==> src/rtl/txlen_counter.sv <==
module txlen_counter #(
  parameter int BYTE_W = 8,
  localparam int CNT_W = 2 * BYTE_W
) (
  input  logic              clk,
  input  logic              rst,
  input  logic              hi_we,
  input  logic              lo_we,
  input  logic [BYTE_W-1:0] wdata,
  input  logic              cycle_en,
  input  logic              wr_acc,
  output logic              tag
);
  logic [BYTE_W-1:0] hi_stage;
  logic [CNT_W-1:0]  len_q;
  logic [CNT_W-1:0]  remain;

  // the byte written while one byte remains closes the packet
  assign tag = (remain == CNT_W'(1));

  always_ff @(posedge clk) begin
    if (rst) begin
      hi_stage <= '0;
      len_q    <= '0;
      remain   <= '0;
    end else begin
      if (hi_we) hi_stage <= wdata;
      if (lo_we) begin
        len_q  <= {hi_stage, wdata};
        remain <= {hi_stage, wdata};
      end else if (wr_acc) begin
        if (tag)               remain <= cycle_en ? len_q : '0;
        else if (remain != '0) remain <= remain - CNT_W'(1);
      end
    end
  end
endmodule

==> src/rtl/txlen_fifo.sv <==
module txlen_fifo #(
  parameter int W     = 9,
  parameter int DEPTH = 128,
  localparam int AW   = $clog2(DEPTH),
  localparam int LW   = AW + 1
) (
  input  logic          clk,
  input  logic          rst,
  input  logic          in_valid,
  input  logic [W-1:0]  in_data,
  output logic          full,
  output logic          accepted,
  output logic          out_valid,
  input  logic          out_ready,
  output logic [W-1:0]  out_data,
  output logic [LW-1:0] level
);
  logic [W-1:0]  mem [DEPTH];
  logic [LW-1:0] wp, rp;

  assign level     = wp - rp;
  assign full      = (level == LW'(DEPTH));
  assign out_valid = (level != '0);
  assign accepted  = in_valid && !full;
  assign out_data  = mem[rp[AW-1:0]];

  always_ff @(posedge clk) begin
    if (accepted) mem[wp[AW-1:0]] <= in_data;
  end

  always_ff @(posedge clk) begin
    if (rst) begin
      wp <= '0;
      rp <= '0;
    end else begin
      if (accepted)              wp <= wp + LW'(1);
      if (out_valid && out_ready) rp <= rp + LW'(1);
    end
  end
endmodule

==> src/rtl/txlen_lowirq.sv <==
module txlen_lowirq #(
  parameter int LW    = 8,
  parameter int SEL_W = 3,
  parameter int STEP  = 8
) (
  input  logic             clk,
  input  logic             rst,
  input  logic [LW-1:0]    level,
  input  logic [SEL_W-1:0] sel,
  input  logic             clr,
  output logic             irq
);
  logic [LW-1:0] thr;
  assign thr = LW'((int'(sel) + 1) * STEP);

  always_ff @(posedge clk) begin
    if (rst || clr) irq <= 1'b0;
    else if (level <= thr) irq <= 1'b1;
  end
endmodule

==> src/rtl/txlen_tagger.sv <==
module txlen_tagger #(
  parameter int BYTE_W = 8,
  parameter int DEPTH  = 128,
  parameter int SEL_W  = 3,
  parameter int STEP   = 8,
  localparam int OW    = BYTE_W + 1,
  localparam int LW    = $clog2(DEPTH) + 1
) (
  input  logic              clk,
  input  logic              rst,
  input  logic              cnt_hi_we,
  input  logic              cnt_lo_we,
  input  logic [BYTE_W-1:0] cnt_wdata,
  input  logic              cycle_en,
  input  logic              wr_en,
  input  logic [BYTE_W-1:0] wr_data,
  input  logic [SEL_W-1:0]  low_sel,
  input  logic              low_clr,
  input  logic              ovf_clr,
  output logic              out_valid,
  input  logic              out_ready,
  output logic [OW-1:0]     out_data,
  output logic              low_irq,
  output logic              ovf_flag
);
  logic          tag, full, accepted;
  logic [LW-1:0] level;

  txlen_counter #(.BYTE_W(BYTE_W)) u_cnt (
    .clk(clk), .rst(rst), .hi_we(cnt_hi_we), .lo_we(cnt_lo_we),
    .wdata(cnt_wdata), .cycle_en(cycle_en), .wr_acc(accepted), .tag(tag)
  );

  txlen_fifo #(.W(OW), .DEPTH(DEPTH)) u_fifo (
    .clk(clk), .rst(rst), .in_valid(wr_en), .in_data({tag, wr_data}),
    .full(full), .accepted(accepted), .out_valid(out_valid),
    .out_ready(out_ready), .out_data(out_data), .level(level)
  );

  txlen_lowirq #(.LW(LW), .SEL_W(SEL_W), .STEP(STEP)) u_low (
    .clk(clk), .rst(rst), .level(level), .sel(low_sel),
    .clr(low_clr), .irq(low_irq)
  );

  always_ff @(posedge clk) begin
    if (rst || ovf_clr) ovf_flag <= 1'b0;
    else if (wr_en && full) ovf_flag <= 1'b1;
  end
endmodule

==> config.mk <==
export PLATFORM = sky130hd
export DESIGN_NAME = txlen_tagger
export DESIGN_NICKNAME = d
export VERILOG_FILES = /design/src/rtl/txlen_counter.sv /design/src/rtl/txlen_fifo.sv /design/src/rtl/txlen_lowirq.sv /design/src/rtl/txlen_tagger.sv
export SDC_FILE = /design/constraint.sdc
export NUM_CORES = 1
export LEC_CHECK = 0
export BUFFER_PORTS_ARGS = -buffer_cell sky130_fd_sc_hd__buf_2
export CAP_MARGIN = 20
export CORE_MARGIN = 1
export CORE_UTILIZATION = 41
export DETAILED_ROUTE_END_ITERATION = 8
export PLACE_DENSITY_LB_ADDON = 0.15
export SETUP_SLACK_MARGIN = 0.15
export SLEW_MARGIN = 10
export SYNTH_ARGS = -nofsm -noshare
export SYNTH_HDL_FRONTEND = slang
export SYNTH_SLANG_ARGS = --single-unit
==> constraint.sdc <==
create_clock -name clk -period 4.77 [get_ports clk]
set_clock_uncertainty 0.15 [all_clocks]
set_input_delay 0.954 -clock clk [delete_from_list [all_inputs] [get_ports clk]]
set_output_delay 0.954 -clock clk [all_outputs]
set_load 0.02 [all_outputs]
==> results.cfg, run 1 <==
[run_status]
outcome = finished, final reports clean

[worst_setup_path]
cp.arrival_ps = 3580
rrSetupSlack_ps = 690
worst-path-max-fanout = 8
rr_endpoint = u_fifo.mem[5][5]
worst_setup_path_end_kind = output pin
worstPathRequired_ps = 3670
rr_worst_depth = 10
r2r_start = u_fifo.rp[4]
worstSetupStartpointType = flop
critPathKind = reg2out

[sta]
fin_crit_sh_pct = 98.1
timing.fmax_ghz = 0.214
period_needed_ps = 4680
slew_violations = 0
hold_violations = 0
rsz0062_at_grt = true
fin_ws_ps = 89.2
tightest_slew_ps = 1110
slew_headroom_pct = 25.9
setup_viol = 0
setup-tns-final_ps = 0

[placement]
dp_hpwl_um = 73900
placed_area_um2 = 51100
pre_cts_ws_ps = 352
placed_cells = 3965
port_buffers = 39
routabilityCongestion = 0.821

[logic_synthesis]
synth_cells = 2353
ys_seq_elements = 1217
yosysSeqAreaShare_pct = 74.9
async_flop_share_pct = 0
yosysMostFrequentCell = edfxtp_1
synth_largest_area_cell = edfxtp_1
synth.distinct_cells = 62
yosys_warnings = 0
syn-cell-area_um2 = 47900
synth_commonest_cells = edfxtp_1, mux4_2, nor2_1, nand2_1, dfxtp_1
netlist_top_cells_area = edfxtp_1, mux4_2, dfxtp_1, nor2_1, mux2i_1
synth_top_area_share_pct = 72.2
synth_nets = 2397
syn_area_per_cell_um2 = 20.4
synth_ff_type = edfxtp_1
synth-edff-count = 1152

[pwr]
p_per_area_nw_per_um2 = 495
p_leak_nw = 17.5
peakVddDrop_mv = 0.267

[die]
core_area_um2 = 116000
die_h_um = 344
dieArea_um2 = 118000
row_count = 125
ios = 40
dieWidth_um = 344
start_util_pct = 41.3

[cts]
h-tree-depth = 4
tritoncts = yes
cts_hold_buf = 0
cts.sinks = 1217
cts_root_buf = clkbuf_16
clockBufferDepth = 3
clk_pin_slew_ps = 60
numCtsBuffers = 132
clk_latency_ps = 730

[cells_and_area]
utilization_pct = 48.4
stdcell_area_um2 = 56200
final_net_count = 2669
drive_above_1_share_pct = 30.3
layout.cells.non_filler = 4249
syn2layout_area_growth_pct = 17.3

[global_route]
grt_max_degree = 139
grt_remaining_overflow = 0
grt_pass1_wl_um = 176000
grt_antenna_before_repair = 1
grt_pass1_vias = 25095
grt_use_total_pct = 20.8

[drt]
wire_per_inst_um = 28.3
viasPerCell = 5.71
ant_nets = 0
drt_iter0_drc = 2307
vias = 24263
drc = 0
routed_wl_um = 120000
wl_met3_um = 6080
top_layer = met5
wl_met1_um = 52700
dr_wl_met2_um = 58900
drtPass1Iterations = 5

[min_path]
whs_endpoint = u_low.irq
holdCritStartpoint = low_clr
hp-class = in2reg
holdPathStages = 2

[run]
maxCapViolations = 0
## worst max path at each step
stage / endpoint / slack, ps
finish: out_data[6] / 90
global route: out_data[1] / 10
CTS: out_data[1] / 30
detailed placement: out_data[1] / 350
global placement: out_data[1] / 340
floorplan: u_cnt.remain[12] / 440
## metal layers
layer  GRT usage (%)  vias to the layer above
li1                -                    10298
met1            29.6                    13029
met2            33.6                      769
met3            3.00                      165
met4            5.52                        2
met5               0                        -
## through the flow
stage | power, mW | hold slack, ps
after floorplan | 15.6 | 287
after global placement | 17.4 | 300
after detailed placement | 17.5 | 302
after CTS | 28.1 | 187
after global routing | 28.8 | 216
final | 27.8 | 230
## state kept, by name, summed over array words and instances (netlist names), named ones only
signal,count
u_fifo.mem,1152
u_cnt.len_q,16
u_cnt.remain,16
u_cnt.hi_stage,8
u_fifo.rp,8
u_fifo.wp,8
ovf_flag,1
u_low.irq,1
## layout by cell type, fill, tap and decap left out, types with 7 or more instances in the layout
cell type	instances
xor2_1	7
mux2i_1	56
nand4_1	18
o211ai_1	7
buf_6	28
clkinv_2	17
clkbuf_1	26
edfxtp_1	1152
xnor2_1	13
inv_1	14
nand3_1	36
a22oi_2	12
o21ai_0	17
clkbuf_16	139
nor3_1	10
clkinvlp_4	11
nor2_1	177
a21oi_1	57
bufinv_16	10
buf_2	24
a211oi_1	11
a31oi_1	8
buf_4	180
clkinv_1	24
nand2_1	84
dfxtp_1	60
buf_16	9
mux4_2	334
or4_1	8
ha_1	16
buf_12	23
nor2b_1	19
## cell families (layout without fill, tap and decap cells)
group	count (synthesis)	in the layout	share of synthesized area, %
multiplexers	391	391	16.9
AO/OA/AOI/OAI	171	171	2.39
other	0	1	0
adder cells (fa/ha/maj)	16	16	0.418
flip-flops	1217	1217	74.9
AND/OR/NAND/NOR	392	392	3.67
XOR/XNOR	20	20	0.366
buffers and inverters	146	517	1.31
## power breakdown
group	internal, mW	total [mW]	leakage, nW	switching (mW)
clock network	5.87	9.94	2.02	4.07
logic	3.02	5.98	4.56	2.95
registers	11.8	11.9	10.9	0.104
total	20.7	27.8	17.5	7.13
## final cells by class
class	instances	area (um2)
Tap cell	1524	1910
Timing Repair Buffer	269	2610
Fill cell	9477	59800
Multi-Input combinational cell	990	11500
Clock buffer	167	3600
Inverter	15	56.3
Antenna cell	1	2.50
Sequential cell	1217	35900
Clock inverter	66	593
## worst max-delay path, stage by stage, from the launching register on
cell     delay, ps
dfxtp_4        430
buf_12         190
buf_12         130
buf_16         120
buf_6          100
mux4_2         480
mux4_2         530
a22oi_2        210
buf_4          170
nand4_1        230
buf_4          250
## what timing repair did
item,in CTS,in global routing
endpoints found under the setup margin,9,9
gates resized for setup,58,14
buffers inserted,35,4
pin swaps,12,11
cloned,5,0
Power figures use the tool's default switching activity.
==> inputs of run 2 (changes only) <==
--- a/config.mk
+++ b/config.mk
@@ -10,7 +10,6 @@
 export CORE_MARGIN = 1
 export CORE_UTILIZATION = 41
 export DETAILED_ROUTE_END_ITERATION = 8
-export PLACE_DENSITY_LB_ADDON = 0.15
 export SETUP_SLACK_MARGIN = 0.15
 export SLEW_MARGIN = 10
 export SYNTH_ARGS = -nofsm -noshare
==> results.cfg, run 2 (synthesis gave the netlist of run 1 again) <==
[drt]
drc = 0
wire_per_inst_um = 27.2
drtPass1Iterations = 6
routed_wl_um = 114000
vias = 23842
ant_nets = 0
viasPerCell = 5.69
drt_iter0_drc = 2675

[die]
row_count = 125
ios = 40
dieArea_um2 = 118000
die_h_um = 344
start_util_pct = 41.3
dieWidth_um = 344
core_area_um2 = 116000

[global_route]
grt_max_degree = 112
grt_remaining_overflow = 0
grt_pass1_wl_um = 167000
grt_antenna_before_repair = 3
grt_pass1_vias = 24395
grt_use_total_pct = 19.5

[min_path]
holdCritStartpoint = ovf_clr
holdPathStages = 2
hp-class = in2reg
whs_endpoint = ovf_flag

[cells_and_area]
fill_cells = 9494
drive_above_1_share_pct = 28.7
largest_reg_flops = 1152
final_cell_mix = edfxtp_1, mux4_2, nor2_1
antenna_cells = 0
layout_commonest_cell = edfxtp_1
syn2layout_area_growth_pct = 15.8
final_net_count = 2607

[sta]
timing.fmax_ghz = 0.212
period_needed_ps = 4730
rsz0062_at_grt = true
setup_viol = 0
fin_crit_sh_pct = 99.1
holdWs_ps = 255
slew_headroom_pct = 14.5
tightest_slew_ps = 1280
hold_violations = 0
slew_violations = 0
setup-tns-final_ps = 0

[worst_setup_path]
rr_endpoint = u_fifo.mem[51][0]
cp.arrival_ps = 3620
critical_path.cell_chain = buf_4, buf_12, buf_16, buf_8, buf_4, mux4_2, mux4_2, a22oi_2, nand4_1, buf_4
crit_path_max_incr_delay_ps = 550
worst-path-max-fanout = 7
worstPathRequired_ps = 3670
rrSetupSlack_ps = 660
crit_buf_inv = 6
critPathTopFamily = multiplexers
worstSetupStartpointType = flop
critPathKind = reg2out
cp_slowest_cell = mux4_2
cp_common_cell = buf_4
worst_setup_path_end_kind = output pin
r2r_start = u_fifo.wp[4]
rr_worst_depth = 9

[cts]
clk_latency_ps = 700
numCtsBuffers = 118
clockBufferDepth = 3
cts_hold_buf = 0
cts_root_buf = clkbuf_16
cts.sinks = 1217
clk_pin_slew_ps = 60
h-tree-depth = 3
tritoncts = yes

[run]
maxCapViolations = 0

[pwr]
p_leak_nw = 17.1
p_per_area_nw_per_um2 = 485
peakVddDrop_mv = 0.341

[placement]
port_buffers = 39
dp_hpwl_um = 69500
routabilityCongestion = 0.805

[run_status]
outcome = finished, final reports clean
## run 2: report_power, final
part           switching (mW)  internal (mW)
clock                    3.93           5.14
combinational            2.87           2.99
sequential              0.139           11.8
total                    6.94           19.9
## run 2: metrics by stage
stage	instances	utilization (%)	instance area (um2)	setup slack (ps)	power [mW]
4_1_cts	4170	47.5	55100	66.3	27.0
3_3_place_gp	3906	43.6	50500	424	17.1
3_5_place_dp	3915	43.6	50600	450	17.2
2_1_floorplan	2353	-	47900	442	15.6
5_1_grt	4187	47.8	55500	-14.6	27.9
6_report	4187	47.8	55500	44.2	26.9
## run 2: worst max-delay path by stage
stage / startpoint / endpoint / cells past startpoint
CTS: flop / out_data[7] / 7
global placement: flop / out_data[2] / 8
detailed placement: flop / out_data[2] / 8
global route: flop / out_data[7] / 7
floorplan: u_cnt.remain[0] / u_cnt.remain[12] / 9
finish: flop / out_data[0] / 10
## run 2: worst reg2reg max path, stage by stage (launching register included)
cell and delay, ps:
dfxtp_1 530, ha_1 380, a21o_1 240, a21o_1 190, a311oi_1 410, nand2_1 140
a21boi_2 350, nand4_1 160, buf_4 290, nor2_1 870
## run 2: area by class of cell
type	count	area (um2)	share of cell area (%)
Sequential cell	1217	35900	64.8
Inverter	15	56.3	0.102
Timing Repair Buffer	221	2230	4.02
Clock buffer	144	3090	5.58
Multi-Input combinational cell	990	11600	20.9
Tap cell	1524	1910	3.44
Clock inverter	76	662	1.19
## run 2: repair_timing
item / in CTS / in global routing
setup endpoints to repair: 9 / 9
resized for setup: 56 / 25
pin swaps: 12 / 10
buffers inserted: 28 / 7
gates cloned: 7 / 2
## run 2: metal layers
layer,wire (um),vias to the layer above,global-route usage (%)
li1,-,10178,-
met1,47400,12634,27.2
met2,55800,884,31.7
met3,8270,144,3.53
met4,2230,2,4.91
met5,8,-,0
==> inputs of run 3 (changes only) <==
--- a/config.mk
+++ b/config.mk
@@ -8,8 +8,9 @@
 export BUFFER_PORTS_ARGS = -buffer_cell sky130_fd_sc_hd__buf_2
 export CAP_MARGIN = 20
 export CORE_MARGIN = 1
-export CORE_UTILIZATION = 41
+export CORE_UTILIZATION = 63
 export DETAILED_ROUTE_END_ITERATION = 8
+export PLACE_DENSITY = 0.79
 export SETUP_SLACK_MARGIN = 0.15
 export SLEW_MARGIN = 10
 export SYNTH_ARGS = -nofsm -noshare
==> results.cfg, run 3 (synthesis gave the netlist of run 1 again) <==
[sta]
period_needed_ps = 4630
rsz0062_at_grt = false
slew_violations = 0
holdWs_ps = 282
fin_ws_ps = 137
hold_violations = 0
setup_viol = 0
tightest_slew_ps = 1170
setup-tns-final_ps = 0
fin_crit_sh_pct = 97.1
timing.fmax_ghz = 0.216
slew_headroom_pct = 21.9

[drt]
drtPass1Iterations = 6
vias = 25742
ant_nets = 0
drc = 0
viasPerCell = 7.12
routed_wl_um = 122000
wire_per_inst_um = 33.7
drt_iter0_drc = 3538

[die]
dieWidth_um = 278
start_util_pct = 64.0
die_h_um = 278
ios = 40
dieArea_um2 = 77100
core_area_um2 = 74800
row_count = 100

[cts]
clk_latency_ps = 680
clk_pin_slew_ps = 60
numCtsBuffers = 115
clockBufferDepth = 3
h-tree-depth = 3
tritoncts = yes
cts.sinks = 1217
cts_root_buf = clkbuf_16

[cells_and_area]
layout.cells.non_filler = 3613
largest_reg_flops = 1152
multi_input_area_um2 = 11500
final_net_count = 2591
syn2layout_area_growth_pct = 13.6
fill_cells = 4034
stdcell_area_um2 = 54400
antenna_cells = 0
register_area_um2 = 35900
layout_commonest_cell = edfxtp_1
drive_above_1_share_pct = 28.3
final_cell_mix = edfxtp_1, mux4_2, nor2_1

[worst_setup_path]
crit_path_max_incr_delay_ps = 500
crit_buf_inv = 3
cp_slowest_cell = mux4_2
worstPathRequired_ps = 3670
critPathTopFamily = multiplexers
r2r_start = u_fifo.wp[4]
critPathKind = reg2out
critical_path.cell_chain = buf_16, buf_6, mux4_2, mux4_2, a22oi_1, nand4_1, buf_2
worst-path-max-fanout = 66
worst_setup_path_end_kind = output pin
cp.arrival_ps = 3530
worstSetupStartpointType = flop
cp_common_cell = mux4_2

[placement]
dp_hpwl_um = 65100
placed_area_um2 = 49900
placed_cells = 3367
routabilityCongestion = 0.871
pre_cts_ws_ps = 434
port_buffers = 39

[min_path]
holdCritStartpoint = low_clr
hp-class = in2reg

[pwr]
p_leak_nw = 17.0
p_per_area_nw_per_um2 = 493
peakVddDrop_mv = 0.337

[global_route]
grt_use_total_pct = 31.6
grt_pass1_wl_um = 175000
grt_pass1_vias = 25691
grt_antenna_before_repair = 2
grt_remaining_overflow = 0
grt_max_degree = 106

[run_status]
outcome = finished, final reports clean

[run]
maxCapViolations = 0
-- run 3: cell count changes in the layout (fill, tap and decap cells not counted), moves of 6 or more --
cell,delta
clkinv_1,-6
buf_12,-6
a22oi_1,+8
buf_6,-16
clkinv_2,+6
a22oi_2,-8
-- run 3: area by class of cell --
type                    instances  share of cell area (%)
repair buffers                208                    3.66
flip-flops and latches       1217                    66.0
clock buffers                 138                    5.54
inverters                      15                   0.103
clock inverters                76                    1.29
well taps                     969                    2.23
multi-input cells             990                    21.2
-- run 3: stage by stage --
| stage | power, mW | utilization [%] |
|---|---|---|
| final | 26.8 | 72.8 |
| after global routing | 27.5 | 72.8 |
| after CTS | 26.4 | 72.2 |
| after detailed placement | 17.1 | 66.7 |
| after global placement | 17.0 | 66.7 |
| after floorplan | 15.6 | - |
-- run 3: final timing paths --
kind / endpoint / slack [ps] / cells past startpoint
min: u_low.irq / 280 / 2
max reg2reg: u_fifo.mem[14][6] / 610 / 9
min reg2reg: u_cnt.len_q[14] / 310 / 2
max: out_data[6] / 140 / 7
-- run 3: metal layers --
metal	global-route usage (%)	part of all wire [%]	vias to the layer above	routed length [um]
met1	43.6	36	13181	43300
met2	50.2	49	2093	59400
met3	6.40	11	341	13600
met4	13.3	4.4	4	5350
met5	0	0.021	-	26
li1	-	-	10123	-
-- run 3: repair_timing --
item	CTS	global route
hold endpoints to repair	0	0
endpoints found under the setup margin	9	9
cloned	4	4
hold buffers	0	0
buffers inserted	3	17
pin swaps	4	5
gates resized for setup	41	21
-- run 3: power by group --
group	switching (mW)	internal [mW]	leakage, nW
clock network	4.00	5.15	1.82
logic	3.02	2.76	4.23
registers	0.0845	11.8	10.9
